File: src/rtl/csrRegPkg.sv
package csrRegPkg;
  localparam int WORD_W = 16;
  localparam int FLAG_N = 7;

  localparam int B_ERR  = 15;
  localparam int B_FTOP = 14;
  localparam int B_FBOT = 8;
  localparam int B_INTR = 7;
  localparam int B_IENA = 6;
  localparam int B_RXON = 5;
  localparam int B_TXON = 4;
  localparam int B_TDMD = 3;
  localparam int B_STOP = 2;
  localparam int B_STRT = 1;
  localparam int B_INIT = 0;
  localparam int B_SWAP = 2;

  // control-to-datapath strobes
  typedef struct packed {
    logic cmdWr;
    logic modeWr;
    logic stopHit;
    logic tdmdHit;
    logic selCmd;
    logic selMode;
    logic clrAll;
  } csrStrobe_t;
endpackage

File: src/rtl/csrAccessCtrl.sv
module csrAccessCtrl
  import csrRegPkg::*;
#(
  parameter int IDX_W    = 7,
  parameter int CMD_IDX  = 0,
  parameter int MODE_IDX = 3
) (
  input  logic             clk,
  input  logic             rstN,
  input  logic             portReset,
  input  logic             addrWe,
  input  logic [IDX_W-1:0] addrIn,
  input  logic             dataWe,
  input  logic             stopBit,
  input  logic             tdmdBit,
  input  logic             curStrt,
  output logic [IDX_W-1:0] curIdx,
  output csrStrobe_t       strb
);
  localparam logic [IDX_W-1:0] CmdIdx  = IDX_W'(CMD_IDX);
  localparam logic [IDX_W-1:0] ModeIdx = IDX_W'(MODE_IDX);

  logic [IDX_W-1:0] idxQ;
  logic hitCmd, hitMode, cmdWr;

  always_ff @(posedge clk or negedge rstN) begin
    if (!rstN)          idxQ <= '0;
    else if (portReset) idxQ <= '0;
    else if (addrWe)    idxQ <= addrIn;
  end

  assign curIdx  = idxQ;
  assign hitCmd  = (idxQ == CmdIdx);
  assign hitMode = (idxQ == ModeIdx);
  assign cmdWr   = dataWe & hitCmd & ~portReset;

  always_comb begin
    strb.selCmd  = hitCmd;
    strb.selMode = hitMode;
    strb.cmdWr   = cmdWr;
    strb.modeWr  = dataWe & hitMode & ~portReset;
    strb.stopHit = portReset | (cmdWr & stopBit);
    strb.tdmdHit = cmdWr & tdmdBit & ~stopBit & curStrt;
    strb.clrAll  = portReset;
  end
endmodule

File: src/rtl/csrDatapath.sv
module csrDatapath
  import csrRegPkg::*;
(
  input  logic              clk,
  input  logic              rstN,
  input  csrStrobe_t        strb,
  input  logic [WORD_W-1:0] dataIn,
  input  logic [FLAG_N-1:0] evtIn,
  output logic [WORD_W-1:0] cmdWord,
  output logic [WORD_W-1:0] rdData,
  output logic              strtQ,
  output logic              irqOut,
  output logic              txDemand,
  output logic              swapEn
);
  logic [FLAG_N-1:0] flagQ;
  logic ienaQ, initQ, rxOnQ, txOnQ, tdmdQ, swapQ;
  logic errSum, intSum;
  logic [WORD_W-1:0] modeWord;
  logic unusedDataBits;

  assign unusedDataBits = ^{dataIn[B_ERR], dataIn[B_INTR], dataIn[B_RXON],
                            dataIn[B_TXON], dataIn[WORD_W-1:0] & 16'h0};

  always_ff @(posedge clk or negedge rstN) begin
    if (!rstN) begin
      flagQ <= '0; ienaQ <= 1'b0; strtQ <= 1'b0; initQ <= 1'b0;
      rxOnQ <= 1'b0; txOnQ <= 1'b0; tdmdQ <= 1'b0; swapQ <= 1'b0;
    end else if (strb.stopHit) begin
      flagQ <= '0; ienaQ <= 1'b0; strtQ <= 1'b0; initQ <= 1'b0;
      rxOnQ <= 1'b0; txOnQ <= 1'b0; tdmdQ <= 1'b0;
      if (strb.clrAll) swapQ <= 1'b0;
    end else begin
      if (strb.cmdWr) begin
        flagQ <= (flagQ & ~dataIn[B_FTOP:B_FBOT]) | evtIn;
        ienaQ <= dataIn[B_IENA];
        strtQ <= dataIn[B_STRT];
        initQ <= dataIn[B_INIT];
      end else begin
        flagQ <= flagQ | evtIn;
      end
      rxOnQ <= strtQ;
      txOnQ <= strtQ;
      tdmdQ <= strb.tdmdHit;
      if (strb.modeWr) swapQ <= dataIn[B_SWAP];
    end
  end

  // flag order: babble, collide, missed, memErr, rxDone, txDone, initDone
  assign errSum = |flagQ[6:3];
  assign intSum = flagQ[6] | (|flagQ[4:0]);

  always_comb begin
    cmdWord                  = '0;
    cmdWord[B_ERR]           = errSum;
    cmdWord[B_FTOP:B_FBOT]   = flagQ;
    cmdWord[B_INTR]          = intSum;
    cmdWord[B_IENA]          = ienaQ;
    cmdWord[B_RXON]          = rxOnQ;
    cmdWord[B_TXON]          = txOnQ;
    cmdWord[B_STRT]          = strtQ;
    cmdWord[B_INIT]          = initQ;
    modeWord                 = '0;
    modeWord[B_SWAP]         = swapQ;
  end

  assign rdData   = strb.selCmd ? cmdWord : (strb.selMode ? modeWord : '0);
  assign irqOut   = intSum & ienaQ;
  assign txDemand = tdmdQ;
  assign swapEn   = swapQ;
endmodule

File: src/rtl/csrIndirectRegs.sv
module csrIndirectRegs
  import csrRegPkg::*;
#(
  parameter int IDX_W    = 7,
  parameter int CMD_IDX  = 0,
  parameter int MODE_IDX = 3
) (
  input  logic              clk,
  input  logic              rstN,
  input  logic              portReset,
  input  logic              addrWe,
  input  logic [IDX_W-1:0]  addrIn,
  input  logic              dataWe,
  input  logic [WORD_W-1:0] dataIn,
  output logic [WORD_W-1:0] rdData,
  input  logic              evBabble,
  input  logic              evCollide,
  input  logic              evMissed,
  input  logic              evMemErr,
  input  logic              evRxDone,
  input  logic              evTxDone,
  input  logic              evInitDone,
  output logic              irqOut,
  output logic              txDemand,
  output logic              swapEn
);
  csrStrobe_t        strb;
  logic [IDX_W-1:0]  curIdx;
  logic [WORD_W-1:0] cmdWord;
  logic              strtQ;
  logic [FLAG_N-1:0] evtVec;
  logic              unusedIdx;

  assign evtVec    = {evBabble, evCollide, evMissed, evMemErr, evRxDone, evTxDone, evInitDone};
  assign unusedIdx = ^curIdx;

  csrAccessCtrl #(.IDX_W(IDX_W), .CMD_IDX(CMD_IDX), .MODE_IDX(MODE_IDX)) uCtrl (
    .clk(clk), .rstN(rstN), .portReset(portReset), .addrWe(addrWe), .addrIn(addrIn),
    .dataWe(dataWe), .stopBit(dataIn[B_STOP]), .tdmdBit(dataIn[B_TDMD]),
    .curStrt(strtQ), .curIdx(curIdx), .strb(strb)
  );

  csrDatapath uData (
    .clk(clk), .rstN(rstN), .strb(strb), .dataIn(dataIn), .evtIn(evtVec),
    .cmdWord(cmdWord), .rdData(rdData), .strtQ(strtQ), .irqOut(irqOut),
    .txDemand(txDemand), .swapEn(swapEn)
  );
endmodule

File: config.mk
export PLATFORM = sky130hd
export DESIGN_NAME = csrIndirectRegs
export DESIGN_NICKNAME = d
export VERILOG_FILES = /design/src/rtl/csrRegPkg.sv /design/src/rtl/csrAccessCtrl.sv /design/src/rtl/csrDatapath.sv /design/src/rtl/csrIndirectRegs.sv
export SDC_FILE = /design/constraint.sdc
export NUM_CORES = 1
export LEC_CHECK = 0
export ABC_AREA = 1
export BUFFER_PORTS_ARGS = -buffer_cell sky130_fd_sc_hd__buf_2
export CORE_MARGIN = 2
export CORE_UTILIZATION = 48
export CTS_CLUSTER_DIAMETER = 120
export DETAILED_ROUTE_END_ITERATION = 6
export PLACE_DENSITY = 0.83
export SLEW_MARGIN = 0
export SYNTH_ARGS = -nofsm -noshare
export SYNTH_HDL_FRONTEND = slang
export SYNTH_SLANG_ARGS = --single-unit
File: constraint.sdc
create_clock -name clk -period 3.25 [get_ports clk]
set_input_delay 0.1625 -clock clk [delete_from_list [all_inputs] [get_ports clk]]
set_output_delay 0.1625 -clock clk [all_outputs]
set_load 0.01 [all_outputs]
== Word level (Yosys, flattened, before mapping) ==
Index checks and enable logic that the tools add are counted.

* Reduce and logical (&&, ||, !) cells: 7
* Bitwise operators: 17
* Multiplexer cells: 17
* Equality and inequality tests: 2

{| class="wikitable"
|+ Operators with widths
! cell !! number
|-
| two-way mux 7 bit || 4
|-
| two-way mux 16 bit || 1
|-
| OR 7 bit || 2
|-
| two-way mux 1 bit || 11
|-
| bitwise AND 1 bit || 9
|-
| bitwise AND 7 bit || 1
|-
| equality test 7 x 2 -> 1 bit (second input constant) || 1
|-
| zero test 7 bit || 1
|-
| inverter 7 bit || 1
|-
| nonzero test 2 bit || 3
|-
| OR reduction 5 bit || 1
|-
| OR reduction 4 bit || 1
|-
| two-way mux 3 bit || 1
|-
| != test 2 bit (second input constant) || 1
|-
| inverter 1 bit || 2
|-
| OR 1 bit || 2
|-
| AND reduction 2 bit || 1
|}

* Bits of input ports: 35
* Word-level logic and storage cells: 51
* Register bits: 20

== Logic depth before layout (Yosys ltp) ==
* Word-level depth: 7
* Depth in mapped cells: 8
* Gate-level depth less buffers: 7

== Hierarchy ==
From an unflattened synthesis, not the netlist that was laid out.

* Cells, all modules: 155
* Area, all modules: 1,204.9 um2

{| class="wikitable"
|+ By module, submodules not included
! module !! cells an instance !! times used !! area an instance (um2)
|-
| csrDatapath || 103 || 1 || 769.5
|-
| csrAccessCtrl || 52 || 1 || 435.4
|}

== Worst setup path after synthesis ==
Ideal clock, no wire load.

* Path type: register to output
* Start: register uCtrl.idxQ[5], in the netlist uCtrl.curIdx[5]
* End: output rdData[5]
* Path buffers: 2
* Slack: 1,833 ps
* Cell stages (with the launch flop): 8
* Arrival time: 1,255 ps
* Path through: dfrtp_1 nor2_1 nand2_1 nor2_2 inv_1 buf_2 nor2_1 buf_4

* Cells in the longest elaborated chain, start to end: 2

{| class="wikitable"
|+ RTL lines
! what !! line !! text
|-
| start: declaration || csrAccessCtrl.sv:23 || <nowiki>logic [IDX_W-1:0] idxQ;</nowiki>
|-
| start signal: assignment || csrAccessCtrl.sv:29 || <nowiki>else if (addrWe) idxQ <= addrIn;</nowiki>
|-
| zero test 7 bit || csrAccessCtrl.sv:33 || <nowiki>assign hitCmd = (idxQ == CmdIdx);</nowiki>
|-
| two-way mux 16 bit || csrDatapath.sv:67 || <nowiki>assign rdData = strb.selCmd ? cmdWord : (strb.selMode ? modeWord : '0);</nowiki>
|-
| end: declaration || csrIndirectRegs.sv:15 || <nowiki>output logic [WORD_W-1:0] rdData,</nowiki>
|}

No other way between the ends.

== Final worst setup path ==
* Start: register uCtrl.idxQ[1], in the netlist uCtrl.curIdx[1]
* End: output rdData[7]

Same word-level chain as after synthesis.

==> results.ini <==
[sta]
setup_viol_count_final = 0
fin_crit_ps = 2225
rsz0062_at_grt = no
hold_violations = 0
slew_violations = 0
tightest_slew_ps = 522.3
skew_ps = 7.105
tns_ps = 0
max_freq_mhz = 449.5
finalCritPeriodShare_pct = 68.46
hold_slack_ps = 71.77
slew_headroom_pct = 65.14

[global_route]
grt_first_pass_wirelength_mm = 4.015
grt_overflow_total = 0
antenna_found_initial = 0
grt_max_degree = 21
first_global_vias = 952
grt.total_usage_pct = 20.05

[synthesis]
netlist_top_cells_area = dfrtp_1 (46%), inv_1 (11%), nand3_1 (9.2%)
yosysSeqAreaShare_pct = 46.19
synth_top_area_share_pct = 46.19
synth.ff_latch_count = 20
avgSynthCellArea_um2 = 7.473
yosys_warnings = 0
syn-num-nets = 180
yosys.area.top_type = dfrtp_1
yosysUniqueCellTypes = 22
synthCells = 145
synth_area_um2 = 1084

[cells_and_area]
insertedDiodeCount = 0
postLayoutCellArea_um2 = 1370
final_cells = 221
area_growth_pct = 26.44
fin_nets = 229
drive_above_1_share_pct = 31.61

[hold_path]
hp-class = in2reg

[power]
ir_worst_vdd_v = 0.0003390
leakage_nw = 0.8012
power_density_nw_per_um2 = 375.4
total_power_mw = 0.5143

[setup_path]
startpoint_type = flop
path_buf_inv = 2
critPathSlowestCell = dfrtp_1
crit_required_ps = 3090
worstPathCellList = nor2_1 > nand2_1 > nor2_2 > inv_1 > a31oi_1 > buf_2
cp.arrival_ps = 2060
critical_path.max_fanout = 13
cp-end-kind = output port
crit_family = simple AND/OR/NAND/NOR gates
criticalPathCategory = reg2out
cp_slowest_stage_delay_ps = 420

[cts]
cts_inserted_buffers = 3
root_buffer = clkbuf_4
postCtsSetupBuffers = 0
clkSinkCount = 20
cts_max_level = 1
path_clk_slew_ps = 110
clk_latency_ps = 290
cts_tree = yes
clk_path_buf_depth = 2

[placement]
hpwl_mm = 1.828
dp.cells = 216
gp_congestion = 0.7486
placed_cell_area_um2 = 1324
portBuffers = 48

[outcome]
status = finished, final reports clean

[die]
io_pins = 54
die-area_um2 = 2653
die_width_um = 51.51
initial_core_util_pct = 49.94
core_area_um2 = 2170
die_h_um = 51.51
rows = 17

[routing]
drcViolationCount = 0
via_count = 1041
drtIter0Drc = 16
routedWlPerCell_um = 10.52
via_per_inst = 4.710
drtPass1Iterations = 5
routed_wl_mm = 2.325
detail-route-antenna-nets = 0

[run]
drv_cap = 0

worst min-delay path, cell delays in order:
cell and delay [ps]:
buf_2 70, nand2_1 40, nand2_1 50
routing by layer:
metal | vias to the layer above | part of all wire, % | GRT usage [%] | wire, µm
li1 | 534 | - | - | -
met1 | 453 | 44 | 25.90 | 1033
met2 | 48 | 46 | 35.47 | 1079
met3 | 6 | 7.9 | 1.724 | 183
met4 | 0 | 1.2 | 6.579 | 28
met5 | - | 0 | 0 | 0
synth_stat cells:
library cell  count
buf_6             1
a31oi_1           1
nand2_2           2
buf_4             2
nand2_1          24
buf_2             1
conb_1            1
nor3_1            3
or2_0             1
dfrtp_1          20
nor2_4            1
nand2_4           1
inv_2             1
buf_1             1
a21oi_2           1
nor2_8            1
o21ai_0           7
nor2_1           16
nand3_1          20
nor2_2            2
a21oi_1           7
inv_1            31
final timing paths:
check | startpoint | endpoint | slack (ps) | cells after the start
max reg2reg | uCtrl.curIdx[1]$_DFFE_PN0P_ | uData.flagQ[5]$_DFF_PN0_ | 1660 | 6
max | uCtrl.curIdx[1]$_DFFE_PN0P_ | rdData[7] | 1030 | 6
min in group asynchronous | rstN | uData.flagQ[2]$_DFF_PN0_ | 330 | 2
max in group asynchronous | rstN | uCtrl.curIdx[4]$_DFFE_PN0P_ | 2610 | 2
min | dataIn[6] | uData.ienaQ$_DFFE_PN0P_ | 70 | 3
min reg2reg | uData.initQ$_DFFE_PN0P_ | uData.initQ$_DFFE_PN0P_ | 500 | 2
layout make-up:
| cell class | instances | area [µm²] |
|---|---|---|
| Tap cell | 28 | 35.03 |
| Multi-Input combinational cell | 88 | 427.9 |
| Fill cell | 207 | 799.5 |
| Clock buffer | 4 | 36.28 |
| Timing Repair Buffer | 49 | 250.2 |
| Inverter | 32 | 120.1 |
| Sequential cell | 20 | 500.5 |
power by group:
part           switching [mW]  total, mW  internal (mW)
Clock                  0.0697      0.138         0.0682
Combinational          0.0666      0.106         0.0396
Sequential            0.00843      0.270          0.262
cells by family (layout without fill, tap and decap cells):
| group | Yosys count | in the layout | synth area share [%] |
|---|---|---|---|
| and+or+nand+nor | 71 | 71 | 31.29 |
| DFF | 20 | 20 | 46.19 |
| buffers and inverters | 37 | 85 | 14.32 |
| other | 1 | 1 | 0.3461 |
| AOI/OAI and AO/OA | 16 | 16 | 7.852 |
sequential cells by signal, indices dropped and copies added (netlist names):
register,cells
uData.rxOnQ,1
uCtrl.curIdx,7
uData.txDemand,1
uData.strtQ,1
uData.ienaQ,1
uData.swapEn,1
uData.initQ,1
uData.flagQ,7
per-stage QoR:
stage,util [%],setup slack [ps]
after floorplan,-,1833
after global placement,61.02,1419
after detailed placement,61.02,1375
after CTS,63.15,1035
after global routing,63.15,789.0
final,63.15,1025
cells in the final DEF (no fill, tap or decap):
master and n:
nand2_1 24, nor2_8 1, o21ai_0 7, inv_1 31, nor2_2 2, nand3_1 20, conb_1 1, nor3_1 3
dlygate4sd3_1 1, nand2_2 2, or2_0 1, clkbuf_8 1, a21oi_2 1, nor2_4 1, a31oi_1 1, clkbuf_4 3
nor2_1 16, nand2_4 1, a21oi_1 7, dfrtp_1 20, inv_2 1, buf_2 48
timing repair:
action                                 in CTS  in global routing
endpoints found under the hold margin      20                  0
gates resized for setup                     0                  0
hold buffers                                1                  0
Note: power is estimated with default switching activity, not from simulation.
